$ cat src/rtl/twb_irq_pkg.sv
package twb_irq_pkg;
  localparam int NEVT   = 6;
  localparam int CTL_W  = 3;
  localparam int ADDR_W = 2;

  // status bit positions
  localparam int EV_MATCH = 0;
  localparam int EV_BERR  = 1;
  localparam int EV_NACK  = 2;
  localparam int EV_DONE  = 3;
  localparam int EV_START = 4;
  localparam int EV_STOP  = 5;

  // control bit positions
  localparam int C_IRQEN  = 0;
  localparam int C_MQUAL  = 1;
  localparam int C_SQUAL  = 2;

  typedef enum logic [ADDR_W-1:0] {
    A_MODE = 2'd0,
    A_CTL  = 2'd1,
    A_STAT = 2'd2,
    A_NONE = 2'd3
  } reg_addr_e;
endpackage

$ cat src/rtl/twb_irq_regs.sv
module twb_irq_regs
  import twb_irq_pkg::*;
#(
  parameter int DW = 8
) (
  input  logic              clk,
  input  logic              rst_n,
  input  logic              wr_en,
  input  logic [ADDR_W-1:0] addr,
  input  logic [DW-1:0]     wdata,
  output logic              core_en,
  output logic [CTL_W-1:0]  ctl
);
  logic             core_q, core_d;
  logic [CTL_W-1:0] ctl_q, ctl_d;
  logic             mode_we, ctl_we;

  always_comb begin
    mode_we = wr_en && (addr == A_MODE);
    ctl_we  = wr_en && (addr == A_CTL);
    core_d  = mode_we ? wdata[0] : core_q;
    if (!core_q)
      ctl_d = '0;
    else if (ctl_we)
      ctl_d = wdata[CTL_W-1:0];
    else
      ctl_d = ctl_q;
  end

  always_ff @(posedge clk or negedge rst_n) begin
    if (!rst_n) begin
      core_q <= 1'b0;
      ctl_q  <= '0;
    end else begin
      core_q <= core_d;
      ctl_q  <= ctl_d;
    end
  end

  assign core_en = core_q;
  assign ctl     = ctl_q;
endmodule

$ cat src/rtl/twb_irq_flags.sv
module twb_irq_flags
  import twb_irq_pkg::*;
#(
  parameter int N = NEVT
) (
  input  logic         clk,
  input  logic         rst_n,
  input  logic         core_en,
  input  logic [N-1:0] set_vec,
  input  logic [N-1:0] clr_vec,
  output logic [N-1:0] flags
);
  logic [N-1:0] flag_q, flag_d;

  for (genvar i = 0; i < N; i++) begin : g_bit
    always_comb begin
      if (!core_en)
        flag_d[i] = 1'b0;
      else if (set_vec[i])
        flag_d[i] = 1'b1;
      else if (clr_vec[i])
        flag_d[i] = 1'b0;
      else
        flag_d[i] = flag_q[i];
    end

    always_ff @(posedge clk or negedge rst_n) begin
      if (!rst_n) flag_q[i] <= 1'b0;
      else        flag_q[i] <= flag_d[i];
    end
  end

  assign flags = flag_q;
endmodule

$ cat src/rtl/twb_irq_gate.sv
module twb_irq_gate
  import twb_irq_pkg::*;
(
  input  logic             clk,
  input  logic             rst_n,
  input  logic [NEVT-1:0]  flags,
  input  logic [CTL_W-1:0] ctl,
  output logic             irq
);
  logic [NEVT-1:0] qual;
  logic            irq_q, irq_d;

  always_comb begin
    qual           = {NEVT{ctl[C_IRQEN]}};
    qual[EV_MATCH] = ctl[C_IRQEN] & ctl[C_MQUAL];
    qual[EV_START] = ctl[C_IRQEN] & ctl[C_SQUAL];
    irq_d          = |(flags & qual);
  end

  always_ff @(posedge clk or negedge rst_n) begin
    if (!rst_n) irq_q <= 1'b0;
    else        irq_q <= irq_d;
  end

  assign irq = irq_q;
endmodule

$ cat src/rtl/twb_irq_unit.sv
module twb_irq_unit
  import twb_irq_pkg::*;
#(
  parameter int DATA_W = 8
) (
  input  logic              clk,
  input  logic              rst_n,
  input  logic              ev_match_i,
  input  logic              ev_berr_i,
  input  logic              ev_nack_i,
  input  logic              ev_done_i,
  input  logic              ev_start_i,
  input  logic              ev_stop_i,
  input  logic              master_i,
  input  logic              wr_en_i,
  input  logic [ADDR_W-1:0] addr_i,
  input  logic [DATA_W-1:0] wdata_i,
  output logic [DATA_W-1:0] rdata_o,
  output logic              irq_o
);
  logic [1:0]       rst_sync_q;
  logic             rst_int_n;
  logic             core_en;
  logic [CTL_W-1:0] ctl;
  logic [NEVT-1:0]  set_vec, clr_vec, flags;

  // reset asserts at once, releases on the clock
  always_ff @(posedge clk or negedge rst_n) begin
    if (!rst_n) rst_sync_q <= 2'b00;
    else        rst_sync_q <= {rst_sync_q[0], 1'b1};
  end
  assign rst_int_n = rst_sync_q[1];

  always_comb begin
    set_vec           = '0;
    set_vec[EV_MATCH] = ev_match_i;
    set_vec[EV_BERR]  = ev_berr_i;
    set_vec[EV_NACK]  = ev_nack_i;
    set_vec[EV_DONE]  = ev_done_i;
    set_vec[EV_START] = ev_start_i & master_i;
    set_vec[EV_STOP]  = ev_stop_i & ~master_i;
    clr_vec = (wr_en_i && addr_i == A_STAT) ? wdata_i[NEVT-1:0] : '0;
  end

  twb_irq_regs #(.DW(DATA_W)) u_regs (
    .clk     (clk),
    .rst_n   (rst_int_n),
    .wr_en   (wr_en_i),
    .addr    (addr_i),
    .wdata   (wdata_i),
    .core_en (core_en),
    .ctl     (ctl)
  );

  twb_irq_flags #(.N(NEVT)) u_flags (
    .clk     (clk),
    .rst_n   (rst_int_n),
    .core_en (core_en),
    .set_vec (set_vec),
    .clr_vec (clr_vec),
    .flags   (flags)
  );

  twb_irq_gate u_gate (
    .clk   (clk),
    .rst_n (rst_int_n),
    .flags (flags),
    .ctl   (ctl),
    .irq   (irq_o)
  );

  always_comb begin
    rdata_o = '0;
    unique case (addr_i)
      A_MODE:  rdata_o[0]          = core_en;
      A_CTL:   rdata_o[CTL_W-1:0]  = ctl;
      A_STAT:  rdata_o[NEVT-1:0]   = flags;
      default: rdata_o             = '0;
    endcase
  end
endmodule

$ cat config.mk
export PLATFORM = sky130hd
export DESIGN_NAME = twb_irq_unit
export DESIGN_NICKNAME = d
export VERILOG_FILES = /design/src/rtl/twb_irq_pkg.sv /design/src/rtl/twb_irq_regs.sv /design/src/rtl/twb_irq_flags.sv /design/src/rtl/twb_irq_gate.sv /design/src/rtl/twb_irq_unit.sv
export SDC_FILE = /design/constraint.sdc
export NUM_CORES = 1
export LEC_CHECK = 0
export BUFFER_PORTS_ARGS = -buffer_cell sky130_fd_sc_hd__buf_2
export CAP_MARGIN = 20
export CORE_ASPECT_RATIO = 0.7
export CORE_UTILIZATION = 40
export DETAILED_ROUTE_END_ITERATION = 12
export PLACE_DENSITY = 0.67
export SYNTH_ARGS = -nofsm -noshare
export SYNTH_HDL_FRONTEND = slang
export SYNTH_HIERARCHICAL = 1
export SYNTH_SLANG_ARGS = --single-unit
$ cat constraint.sdc
create_clock -name clk -period 1.2 [get_ports clk]
set_clock_uncertainty 0.05 [all_clocks]
set_input_delay 0.12 -clock clk [delete_from_list [all_inputs] [get_ports clk]]
set_output_delay 0.12 -clock clk [all_outputs]
set_load 0.02 [all_outputs]
==> flow_summary.yaml, run 1 <==
status:
  status: "finished with violations"
  violations: "setup timing"
logic_synthesis:
  synth_seq_area_share: 0.4194
  syn_avg_cell_area_um2: 11.24
  synth_seq_cells: 13
  synth_area_um2: 775.7
  synth_cell_types: 23
  synth_top_area_share: 0.4194
  ys_top_cells_by_area: "dfrtp_1, nor2b_4, ha_1"
  synth_warnings: 6
  yosysTopAreaCell: "dfrtp_1"
  synthCells: 69
pwr:
  ir_drop_mv: 0.6972
  leakage_uw: 0.0005559
  power_uw: 1146
  p_per_area_nw_per_um2: 1067
drt:
  firstDrtPassIters: 4
  drtIter0Drc: 4
  drcViolationCount: 0
  antenna_left: 0
  route.detailed.wl_per_inst_um: 11.78
  vias: 605
  wirelength_um: 1531
  via_per_inst: 4.654
hold_path:
  min_from: "ev_done_i"
  worstHoldPathCells: 2
  hold_class: "in2reg"
  holdPathEnd: "u_flags/flags[3]$_DFFE_PN0P_"
clock_network:
  tritoncts: "yes"
  clk_pin_slew_worst_paths_ns: 0.08
  htreeDepth: 1
  cts_buffers: 3
  cts.sinks: 13
  ctsRootBufferMaster: "clkbuf_4"
  worstSkewPairLatency_ns: 0.28
  clk_path_buf_depth: 2
critical_path:
  start_kind: "flop"
  cp.required_ns: 1.03
  crit_fanout: 2
  r2r-end: "u_gate/irq$_DFF_PN0_"
  regToRegSetupSlack_ns: 0.09
  r2r_cells: 3
  rr_startpoint: "u_flags/flags[1]$_DFFE_PN0P_"
  end_kind: "output port"
  worst_ep_arrival_time_ns: 1.19
  critPathKind: "reg2out"
placed_design:
  portBuffers: 24
  dp_cells: 116
  dp_hpwl_um: 1129
  routabilityCongestion: 0.7299
timing:
  rsz0062_at_grt: "yes"
  whs_ns: 0.01641
  timing.fmax_mhz: 733.5
  period_share: 1.136
  min_period_ns: 1.363
  finalHoldViolCount: 0
  fin_ws_ns: -0.1633
  finalSetupViolCount: 3
  slew_viol_final: 0
floorplanning:
  die_w_um: 54.64
  core_area_um2: 1697
  initial_core_util: 0.4572
  die_area_um2: 2122
  ioPinCount: 29
  num_rows: 12
  dieHeight_um: 38.85
global_routing:
  gr-total-overflow: 0
  grt_max_degree: 14
  grt_pass1_wl_um: 2428
  grtUsageTotal: 0.1746
  grt_pass1_vias: 563
  antenna_found_initial: 0
final_layout:
  diodes: 0
  final_cell_count_no_fill: 130
  drive_gt1_frac: 0.5229
  area.growth.synth_to_final_pct: 38.39
  nets: 134
flow_run:
  max_cap_viol_count: 0
-- area by class of cell --
type,count,area [um2]
Clock buffer,3,22.52
Multi-Input combinational cell,51,437.9
Timing Repair Buffer,39,249.0
Inverter,2,7.507
Fill cell,144,623.1
Tap cell,21,26.28
Clock inverter,1,5.005
Sequential cell,13,325.3
-- critical path, stage by stage (launching register included) --
cell and delay, ns:
dfrtp_1 0.38, a222oi_1 0.31, nor2_1 0.06, buf_2 0.16
-- placed cells by master, fill, tap and decap left out, types with 2 or more instances in the layout --
cell type       n
buf_2          23
nor2b_1         3
and2_1          3
ha_1            3
a22oi_2         2
clkbuf_4        3
nor2b_4         6
and3_2          6
dlygate4sd3_1   4
nand2_1         6
mux2i_1         3
o21a_1          6
buf_4          11
conb_1          3
dfrtp_1        13
inv_1           2
-- worst max path at each step --
stage	cells after the start	slack (ns)	start	endpoint
after detailed placement	6	-0.14	addr_i[0]	u_flags/flags[3]$_DFFE_PN0P_
after global placement	6	-0.11	addr_i[0]	u_flags/flags[5]$_DFFE_PN0P_
final	3	-0.16	u_regs/ctl[0]$_DFFE_PN0P_	rdata_o[0]
after CTS	3	-0.19	u_regs/ctl[0]$_DFFE_PN0P_	rdata_o[0]
after global routing	3	-0.23	u_regs/ctl[0]$_DFFE_PN0P_	rdata_o[0]
after floorplan	2	0.1	u_regs/core_en$_DFFE_PN0P_	rdata_o[0]
-- layer usage --
layer	part of all wire	vias to the layer above	wire (um)	track usage
met3	0.058	0	89	0.08235
li1	-	309	-	-
met1	0.49	278	751	0.2057
met5	0	-	0	0
met2	0.45	18	690	0.2861
met4	0	0	0	0.03846
-- power by group --
part           switching, uW  total [uW]  internal (uW)
registers               41.9         530            488
logic                    142         345            203
clock network            148         272            124
total                    331        1150            815
-- repair_timing --
| item | in CTS | in global routing |
|---|---|---|
| gates resized for setup | 1 | 5 |
| setup endpoints to repair | 5 | 6 |
| hold endpoints to repair | 5 | 0 |
| pin swaps | 3 | 0 |
| buffers inserted | 3 | 3 |
| hold buffers | 4 | 0 |
| gates cloned | 0 | 0 |
-- state kept, by name, summed over array words and instances, names as in the netlist --
signal / cells
u_flags/flags: 6
u_regs/ctl: 3
rst_sync_q: 2
u_gate/irq: 1
u_regs/core_en: 1
-- metrics by stage --
step / area (um2) / TNS, ns / worst slack [ns] / util
global route: 1074 / -0.3990 / -0.2258 / 0.6327
floorplan: 779.5 / 0 / 0.09651 / -
CTS: 1025 / -0.3025 / -0.1890 / 0.6040
finish: 1074 / -0.2165 / -0.1633 / 0.6327
detailed placement: 932.1 / -1.274 / -0.1374 / 0.5494
global placement: 932.1 / -1.035 / -0.1102 / 0.5494
-- synthesized netlist by cell type (all sizes together) --
cell / n
dfrtp: 13
nor2b: 9
and3: 6
nand2: 6
o21a: 6
and2: 4
buf: 4
ha: 4
a22oi: 3
mux2i: 3
conb: 2
inv: 2
a21boi: 1
a222oi: 1
and3b: 1
mux2: 1
nor2: 1
nor3b: 1
nor4: 1
-- cell families (layout without fill, tap and decap cells) --
logic type,count (synthesis),in the layout,synth area share
fa+ha+maj,4,4,0.06452
other cells,2,3,0.009681
flops,13,13,0.4194
compound gates,11,11,0.1097
mux,4,4,0.05323
buf+inv,6,45,0.04999
simple gates,29,29,0.2936
No activity file was read; power rests on OpenSTA's default activity.
==> inputs of run 2 (changes only) <==
--- a/config.mk
+++ b/config.mk
@@ -7,10 +7,9 @@
 export LEC_CHECK = 0
 export BUFFER_PORTS_ARGS = -buffer_cell sky130_fd_sc_hd__buf_2
 export CAP_MARGIN = 20
-export CORE_ASPECT_RATIO = 0.7
 export CORE_UTILIZATION = 40
 export DETAILED_ROUTE_END_ITERATION = 12
-export PLACE_DENSITY = 0.67
+export PLACE_DENSITY = 0.75
 export SYNTH_ARGS = -nofsm -noshare
 export SYNTH_HDL_FRONTEND = slang
 export SYNTH_HIERARCHICAL = 1
==> flow_summary.yaml, run 2 (synthesized netlist as in run 1, its figures left out) <==
critical_path:
  r2r-end: "u_flags/flags[2]$_DFFE_PN0P_"
  end_kind: "output port"
  cp.required_ns: 1.03
  path_delay_family: "flip-flops"
  cp-startpoint: "u_regs/ctl[0]$_DFFE_PN0P_"
  critPathKind: "reg2out"
  cp_num_buf_inv: 1
  regToRegSetupSlack_ns: 0.10
  cp_slowest_stage_delay_ns: 0.39
  worst_ep_arrival_time_ns: 1.24
  start_kind: "flop"
  crit_chain: "a222oi_1 > nor2_1 > buf_2"
  crit_path_top_delay_cell: "dfrtp_1"
  crit_fanout: 2
  rr_startpoint: "u_flags/flags[2]$_DFFE_PN0P_"
  r2r_cells: 4
clock_network:
  clk_pin_slew_worst_paths_ns: 0.07
  ctsRootBufferMaster: "clkbuf_4"
  htreeDepth: 1
  tritoncts: "yes"
  cts_buffers: 3
  cts.sinks: 13
  clk_path_buf_depth: 2
  worstSkewPairLatency_ns: 0.27
floorplanning:
  num_rows: 15
  die_area_um2: 2120
  ioPinCount: 29
  die_w_um: 46.04
  core_area_um2: 1764
  dieHeight_um: 46.04
  initial_core_util: 0.4397
placed_design:
  pre_cts_ws_ns: -0.1131
  portBuffers: 24
  dp_hpwl_um: 1114
  dp_cells: 122
  routabilityCongestion: 0.7139
final_layout:
  drive_gt1_frac: 0.5321
  area.growth.synth_to_final_pct: 39.68
  largest_register_ffs: 6
  diodes: 0
  nets: 134
  mostFrequentLayoutCell: "buf_2"
  nFillCells: 168
  layout_common_cells: "buf_2, buf_4, dfrtp_1"
  final_cell_count_no_fill: 134
timing:
  period_share: 1.174
  setup_tns_ns: -0.2708
  finalHoldViolCount: 0
  finalSetupViolCount: 3
  rsz0062_at_grt: "yes"
  slew_viol_final: 0
  min_period_ns: 1.409
  timing.fmax_mhz: 709.6
  fin_ws_ns: -0.2092
global_routing:
  grt_max_degree: 14
  gr-total-overflow: 0
  grt_pass1_wl_um: 2352
  grtUsageTotal: 0.1656
  grt_pass1_vias: 558
  antenna_found_initial: 0
flow_run:
  max_cap_viol_count: 0
drt:
  antenna_left: 0
  drcViolationCount: 0
  wirelength_um: 1654
  firstDrtPassIters: 4
  via_per_inst: 4.582
  drtIter0Drc: 10
  route.detailed.wl_per_inst_um: 12.34
  vias: 614
hold_path:
  min_from: "ev_berr_i"
  hold_class: "in2reg"
  worstHoldPathCells: 2
  holdPathEnd: "u_flags/flags[1]$_DFFE_PN0P_"
pwr:
  p_per_area_nw_per_um2: 1068
  ir_drop_mv: 0.8737
  power_uw: 1157
  leakage_uw: 0.0005563
status:
  violations: "setup timing"
  status: "finished with violations"
==> run 2: final cells by class <==
cell class              instances  area, um2  area share
repair buffers                 39      246.5      0.2275
clock buffers                   4      26.28     0.02425
multi-input cells              51      446.7      0.4122
inverters                       2      7.507    0.006928
flip-flops and latches         13      325.3      0.3002
well taps                      25      31.28     0.02887
==> run 2: power breakdown <==
| group | total, uW | leakage (uW) | switching (uW) | internal (uW) |
|---|---|---|---|---|
| combinational | 366 | 0.000374 | 153 | 213 |
| clock | 260 | 0.0000150 | 132 | 129 |
| sequential | 531 | 0.000167 | 42.7 | 488 |
==> run 2: worst max path at each step <==
stage	end	slack (ns)	depth (start not counted)
finish	rdata_o[0]	-0.21	3
detailed placement	u_flags/flags[5]$_DFFE_PN0P_	-0.11	6
global placement	u_flags/flags[5]$_DFFE_PN0P_	-0.1	6
floorplan	rdata_o[0]	0.1	2
global route	rdata_o[0]	-0.28	3
CTS	rdata_o[0]	-0.16	3
==> run 2: stage by stage <==
step                hold slack, ns  area, um2  utilization
global placement           -0.1459      952.2       0.5397
finish                     0.01073       1084       0.6142
floorplan                  -0.2256      779.5            -
detailed placement         -0.1427      952.2       0.5397
CTS                       0.002383       1021       0.5787
global route              0.003685       1084       0.6142
==> run 2: worst register-to-register path, stage by stage (launching register included) <==
cell     delay, ns
dfrtp_1       0.40
buf_4         0.14
buf_4         0.14
nor2b_4       0.12
o21a_1        0.16
==> run 2: routing by layer <==
layer  vias to the layer above  GRT usage  part of all wire
li1                        310          -                 -
met1                       286     0.1965              0.41
met2                        18     0.2761              0.55
met3                         0    0.07143             0.039
met4                         0    0.03529                 0
met5                         -          0                 0
==> run 2: timing repair <==
action | CTS | global route
pin swaps | 3 | 2
setup buffers | 4 | 2
endpoints found under the setup margin | 5 | 5
hold buffers | 1 | 1
gates resized for setup | 1 | 7
hold endpoints to repair | 2 | 1
==> inputs of run 3 (changes only) <==
==> constraint.sdc (replaced) <==
create_clock -name clk -period 1.2 [get_ports clk]
set_clock_uncertainty 0.05 [all_clocks]
set_input_delay 0.36 -clock clk [delete_from_list [all_inputs] [get_ports clk]]
set_output_delay 0.36 -clock clk [all_outputs]
set_load 0.02 [all_outputs]
==> flow_summary.yaml, run 3 (synthesized netlist as in run 1, its figures left out) <==
global_routing:
  grt_pass1_wl_um: 2946
  grt_max_degree: 14
  gr-total-overflow: 0
  grtUsageMet2: 0.3662
  antenna_found_initial: 0
  grt_pass1_vias: 665
  grtUsageTotal: 0.2077
  grtUsageMet3: 0.08333
  gr-usage-met1: 0.2266
  busiest_layer: "met2"
critical_path:
  regToRegSetupSlack_ns: 0.16
  rr_startpoint: "u_flags/flags[1]$_DFFE_PN0P_"
  start_kind: "input port"
  worst_ep_arrival_time_ns: 1.25
  end_kind: "output port"
  crit_fanout: 3
  r2r-end: "u_gate/irq$_DFF_PN0_"
  r2r_cells: 3
  cp.required_ns: 0.79
  critPathKind: "in2out"
final_layout:
  diodes: 0
  largest_register_ffs: 6
  drive_gt1_frac: 0.6216
  area.growth.synth_to_final_pct: 53.39
  mostFrequentLayoutCell: "buf_2"
  layout_common_cells: "buf_2, buf_4, dfrtp_1"
  fin_util: 0.6745
  nets: 136
  finalInstanceArea_um2: 1190
timing:
  fin_ws_ns: -0.4645
  setup_tns_ns: -1.869
  finalSetupViolCount: 6
  timing.fmax_mhz: 600.8
  period_share: 1.387
  slew_viol_final: 0
  min_period_ns: 1.665
  finalHoldViolCount: 0
  rsz0062_at_grt: "yes"
flow_run:
  max_cap_viol_count: 0
clock_network:
  cts_buffers: 3
  tritoncts: "yes"
  clk_pin_slew_worst_paths_ns: 0.08
  htreeDepth: 1
  worstSkewPairLatency_ns: 0.28
  cts.sinks: 13
  clk_path_buf_depth: 2
  ctsRootBufferMaster: "clkbuf_4"
floorplanning:
  dieHeight_um: 46.04
  num_rows: 15
  die_w_um: 46.04
  core_area_um2: 1764
  ioPinCount: 29
  die_area_um2: 2120
  initial_core_util: 0.4397
drt:
  via_per_inst: 4.706
  vias: 640
  firstDrtPassIters: 4
  drcViolationCount: 0
  drtIter0Drc: 8
  antenna_left: 0
  wirelength_um: 1824
  route.detailed.wl_per_inst_um: 13.41
pwr:
  ir_drop_mv: 0.8290
  leakage_uw: 0.0005925
  power_uw: 1213
  pwr-share-seq: 0.434
  p_int_uw: 864.6
  pwr-share-comb: 0.343
  p_per_area_nw_per_um2: 1019
  switchingPower_uw: 348.2
  p_sw_frac: 0.2871
  p_clk_frac: 0.223
placed_design:
  routabilityCongestion: 0.7341
  dpl_cell_area_um2: 1070
  dp_hpwl_um: 1361
  portBuffers: 24
  pre_cts_ws_ns: -0.6085
hold_path:
  hold_class: "reg2async"
status:
  violations: "setup timing"
  status: "finished with violations"
run 3: worst max path at each step:
stage | from | endpoint | slack, ns
after CTS | u_regs/ctl[0]$_DFFE_PN0P_ | rdata_o[0] | -0.49
after global placement | addr_i[0] | rdata_o[0] | -0.55
after floorplan | addr_i[0] | rdata_o[0] | -0.22
final | addr_i[1] | rdata_o[0] | -0.46
after detailed placement | addr_i[0] | rdata_o[0] | -0.61
after global routing | u_regs/ctl[0]$_DFFE_PN0P_ | rdata_o[0] | -0.53
run 3: stage by stage:
| step | hold slack (ns) | instances |
|---|---|---|
| floorplan | 0.01441 | 70 |
| global placement | 0.09483 | 130 |
| detailed placement | 0.09568 | 130 |
| CTS | 0.1599 | 135 |
| global route | 0.1996 | 136 |
| finish | 0.1414 | 136 |
run 3: area by class of cell:
type / instances / area [um2]
repair buffers: 41 / 312.8
clock buffers: 4 / 26.28
multi-input cells: 51 / 474.2
flip-flops and latches: 13 / 325.3
well taps: 25 / 31.28
fillers: 150 / 574.3
inverters: 2 / 20.02
run 3: what timing repair did:
action / CTS / global route
setup buffers: 0 / 1
endpoints found under the setup margin: 7 / 7
hold endpoints to repair: 2 / 0
hold buffers: 1 / 0
gates cloned: 0 / 0
pin swaps: 3 / 4
gates resized for setup: 24 / 0
run 3: power groups by stage:
stage / Clock [uW] / Sequential [uW] / Combinational, uW
after global placement: 0 / 530 / 366
final: 271 / 526 / 416
after CTS: 285 / 527 / 414
after floorplan: 0 / 547 / 193
after detailed placement: 0 / 532 / 376
after global routing: 307 / 533 / 448
run 3: per-layer routing:
layer,vias to the layer above,wire length (um)
li1,317,-
met5,-,0
met2,20,968
met4,0,26
met3,4,92
met1,299,736
run 3: worst max-delay path, cell delays in order:
cell,delay (ns)
buf_6,0.09
inv_2,0.05
ha_4,0.17
a222oi_1,0.38
nor2_2,0.07
buf_6,0.14
